===== config.mk =====
export PLATFORM = sky130hd
export DESIGN_NAME = sec_tick_timer
export DESIGN_NICKNAME = d
export VERILOG_FILES = /design/src/rtl/sec_tick_timer.sv
export SDC_FILE = /design/constraint.sdc
export NUM_CORES = 1
export LEC_CHECK = 0
export ABC_AREA = 1
export BUFFER_PORTS_ARGS = -buffer_cell sky130_fd_sc_hd__buf_2
export CORE_UTILIZATION = 53
export DETAILED_ROUTE_END_ITERATION = 16
export PLACE_DENSITY = 0.72
export SYNTH_ARGS = -nofsm -noshare
export SYNTH_HDL_FRONTEND = slang
export SYNTH_SLANG_ARGS = --single-unit

===== constraint.sdc =====
create_clock -name clk -period 1.4 [get_ports clk]
set_clock_uncertainty 0.1 [all_clocks]
set_input_delay 0.14 -clock clk [delete_from_list [all_inputs] [get_ports clk]]
set_output_delay 0.14 -clock clk [all_outputs]
set_load 0.03 [all_outputs]

===== src/rtl/sec_tick_timer.sv =====
module sec_tick_timer #(
  parameter int unsigned PERIOD   = 2048000,
  parameter int unsigned PULSE_W  = 2,
  parameter int unsigned MIN_SYNC = 2
) (
  input  logic clk,
  input  logic rst,
  input  logic sync_dir_out,
  input  logic sync_in,
  output logic tick,
  output logic pad_out
);
  localparam int unsigned CW  = $clog2(PERIOD);
  localparam int unsigned PWW = $clog2(PULSE_W + 1);
  localparam int unsigned HW  = $clog2(MIN_SYNC + 1);
  localparam logic [CW-1:0]  LAST    = CW'(PERIOD - 1);
  localparam logic [CW-1:0]  RELOAD  = CW'(MIN_SYNC + 1);
  localparam logic [HW-1:0]  RUN_MAX = HW'(MIN_SYNC);
  localparam logic [HW-1:0]  RUN_HIT = HW'(MIN_SYNC - 1);
  localparam logic [PWW-1:0] PW      = PWW'(PULSE_W);

  logic s1, s2;
  logic [HW-1:0]  hi_run;
  logic [CW-1:0]  cnt;
  logic [PWW-1:0] pulse_left;
  logic qual, wrap;

  assign qual = !sync_dir_out && s2 && (hi_run == RUN_HIT);
  assign wrap = (cnt == LAST);

  always_ff @(posedge clk) begin
    if (rst) begin
      s1 <= 1'b1;
      s2 <= 1'b1;
    end else begin
      s1 <= sync_in;
      s2 <= s1;
    end
  end

  always_ff @(posedge clk) begin
    if (rst)               hi_run <= RUN_MAX;
    else if (!s2)          hi_run <= '0;
    else if (hi_run != RUN_MAX) hi_run <= hi_run + 1'b1;
  end

  always_ff @(posedge clk) begin
    if (rst)       cnt <= '0;
    else if (qual) cnt <= RELOAD;
    else if (wrap) cnt <= '0;
    else           cnt <= cnt + 1'b1;
  end

  always_ff @(posedge clk) begin
    if (rst)                     pulse_left <= '0;
    else if (wrap)               pulse_left <= PW;
    else if (pulse_left != '0)   pulse_left <= pulse_left - 1'b1;
  end

  assign tick    = (pulse_left != '0);
  assign pad_out = sync_dir_out & tick;
endmodule


==> flow_summary.yaml <==
outcome:
  run_status: "finished clean"
placement:
  numPlacedInstances: 234
  placement.io_buffers: 5
  dp_hpwl_um: 2070
  place.gp.congestion: 0.863
  dp_worst_setup_slack_ns: -0.0431
logic_synthesis:
  synth.top_cells.by_area: "sky130_fd_sc_hd__dfxtp_1 40%, sky130_fd_sc_hd__nand2_1 14%, sky130_fd_sc_hd__nor2_1 7.8%, sky130_fd_sc_hd__nor2_2 6.5%, sky130_fd_sc_hd__xnor2_1 4.5%"
  synthDominantAreaCellType: "sky130_fd_sc_hd__dfxtp_1"
  synth_top_cell_area_share_pct: 40.0
  syn-cell-area_sq_mm: 0.00135
  synth-async-reset-ratio_pct: 0
  synth_cell_type_count: 24
  synth_top_flop_cell: "sky130_fd_sc_hd__dfxtp_1"
  post_synth_inst_count: 183
  synth-warning-count: 0
  syn-mean-instance-area_sq_um: 7.38
  synth_edf_count: 0
  yosysSeqAreaShare_pct: 40.0
  synth_seq_cells: 27
  synth.net_count: 188
global_routing:
  grt_remaining_overflow: 0
  gr-usage-all-layers_pct: 23.3
  vias_in_the_first_global_route: 1143
  globalRoute.busiestLayer: "met2"
  grt_start_max_net_pins: 20
  grtUsageMet1_pct: 30.0
  grt_first_pass_wirelength_um: 4730
  initial_antenna_violation_count: 0
  grtUsageMet3_pct: 2.61
  met2_usage_pct: 39.2
sta:
  unrepaired_setup_endpoints_after_global_routing: "yes"
  hold_viol_final: 0
  setup_ws_ns: 0.0405
  finalCritPeriodShare_pct: 97.1
  finalCriticalPeriod_ns: 1.36
  setup-violations-final: 0
  finalSetupTns_ns: 0
  timing_max_transition_violations_final: 0
  timing.fmax_mhz: 736
  slew-limit-headroom_pct: 84.9
  tightestPinTransition_ns: 0.226
floorplan:
  die_width_um: 52.5
  rows: 17
  fp.dieH_um: 52.5
  start_util_pct: 58.8
  coreArea_sq_mm: 0.00230
  top_level_ports: 6
  die_area_sq_mm: 0.00275
worst_hold_path:
  holdPathStages: 4
  min_from: "sync_dir_out"
  hold_path.class: "in -> reg"
detailed_routing:
  routedWlPerCell_um: 11.2
  drt-vias-per-instance: 5.00
  initialDrtViolationCount: 26
  finalWirelength_um: 2710
  dr_total_vias: 1209
  number_of_detailed_routing_iterations_run_before_antenna_repair: 6
  route.detailed.drc: 0
  final_antenna_net_count: 0
finish:
  share_of_final_layout_standard_cells_stronger_than_drive_strength_1_pct: 37.9
  register_area_sq_um: 561
  commonest_cells_after_routing_fill_and_taps_aside: "49 x sky130_fd_sc_hd__nand2_1, 23 x sky130_fd_sc_hd__nor2_1, 20 x sky130_fd_sc_hd__buf_4"
  finish.net_count: 220
  commonest_non_fill_non_tap_cell_in_the_layout: "sky130_fd_sc_hd__nand2_1"
  flow.area_growth_from_synthesis_pct: 25.8
  num_antenna_cells: 0
  final-instance-count-excl-fill: 242
  multi_input_area_sq_um: 806
  fillCellCount: 184
pwr:
  ir_drop_mv: 0.837
  clock_power_share_pct: 27.7
  p_comb_share_pct: 7.0
  internal_power_uw: 937
  net-switching-power_uw: 281
  power.density_cell_area_mw_per_mm2: 718
  power_leakage_uw: 0.000586
  power.share.switching_pct: 23.1
  seqPwrFrac_pct: 65.3
worst_setup_path:
  path_cells: "or2_2 > buf_6"
  worst-setup-path-type: "reg -> out"
  critical_path.endpoint_type: "output port"
  worstRegToRegCells: 8
  stage_delay_of_the_slowest_cell_on_the_critical_path_ns: 0.36
  critical-path-slowest-cell: "sky130_fd_sc_hd__dfxtp_2"
  arrival_ns: 1.12
  setup.worst_path.start: "pulse_left[1]"
  cp-start-kind: "flop"
  worst-endpoint-required_ns: 1.16
  worstPathMaxFanout: 4
  crit_reg_reg_startpoint: "cnt[0]"
clocking:
  clk_transition_reported_paths_ns: 0.13
  cts.htree.levels: 1
  clk-insertion-delay-late_ns: 0.32
  cts_tree: "done"
  clockRootBuffer: "sky130_fd_sc_hd__clkbuf_4"
  cts_buffers: 3
  cts_buffer_depth: 2
  clock_sink_count: 27
run:
  maxCapViolCount: 0
[layer usage]
layer,part of all wire [%],up-vias,wire (um)
li1,-,636,-
met1,49,546,1330
met2,48,27,1310
met3,2.6,0,71
met4,0,0,0
met5,0,-,0
[area by class of cell]
type                            instances  share of cell area, %
Sequential cell                        27                   33.0
Inverter                               14                   3.39
Multi-Input combinational cell        141                   47.5
Tap cell                               28                   2.06
Timing Repair Buffer                   28                   12.5
Clock buffer                            4                   1.55
[cell families (layout without fill, tap and decap cells)]
logic type               after synthesis  count (layout)  share of synthesized area (%)
adder cells (fa/ha/maj)                1               1                          0.927
buffers and inverters                 15              46                           5.38
XOR/XNOR                              10              10                           6.49
flip-flops                            27              27                           40.0
AND/OR/NAND/NOR                      121             121                           43.7
AO/OA/AOI/OAI                          9               9                           3.52
[power by group through the flow]
| stage | clock [uW] | sequential (uW) | combinational (uW) |
|---|---|---|---|
| 3_3_place_gp | 0 | 812 | 68.3 |
| 2_1_floorplan | 0 | 814 | 47.2 |
| 5_1_grt | 368 | 798 | 95.0 |
| 3_5_place_dp | 0 | 814 | 72.5 |
| 6_report | 337 | 796 | 85.8 |
| 4_1_cts | 349 | 797 | 78.8 |
[flip-flops by register name, summed over array words and instances, names as in the netlist]
| name | cells |
|---|---|
| s2 | 1 |
| s1 | 1 |
| pulse_left | 2 |
| hi_run | 2 |
| cnt | 21 |
[metrics by stage]
stage	cell area [sq um]	utilization (%)	total power (uW)	hold slack [ns]
2_1_floorplan	1380	-	861	0.109
3_3_place_gp	1560	67.9	880	0.224
3_5_place_dp	1560	67.9	886	0.238
4_1_cts	1620	70.6	1220	0.00596
5_1_grt	1700	73.9	1260	0.0385
6_report	1700	73.9	1220	0.0270
[cells in the mapped netlist (all sizes together), types with 2 or more instances]
cell type  instances
inv               14
nor3               2
xnor2              7
a21oi              8
nand3             14
or2                5
xor2               3
nand4              2
nand2             54
dfxtp             27
nor2              43
[worst paths after layout]
check	to	slack, ns
worst max-delay path	tick	0.04
worst max register to register	cnt[14]	0.04
worst min register to register	s2	0.33
worst min-delay path	cnt[1]	0.03
[what timing repair did]
item,CTS,global route
hold buffers,2,0
pin swaps,0,4
setup endpoints to repair,19,24
resized for setup,4,27
endpoints found under the hold margin,3,0
buffers inserted,0,2
[worst max-delay path, delay by kind of cell, from the launching register on]
kind,cells,cell delay [ns]
flip-flops,1,0.36
AND/OR/NAND/NOR,1,0.30
buffers and inverters,1,0.14
Power figures use the tool's default switching activity.
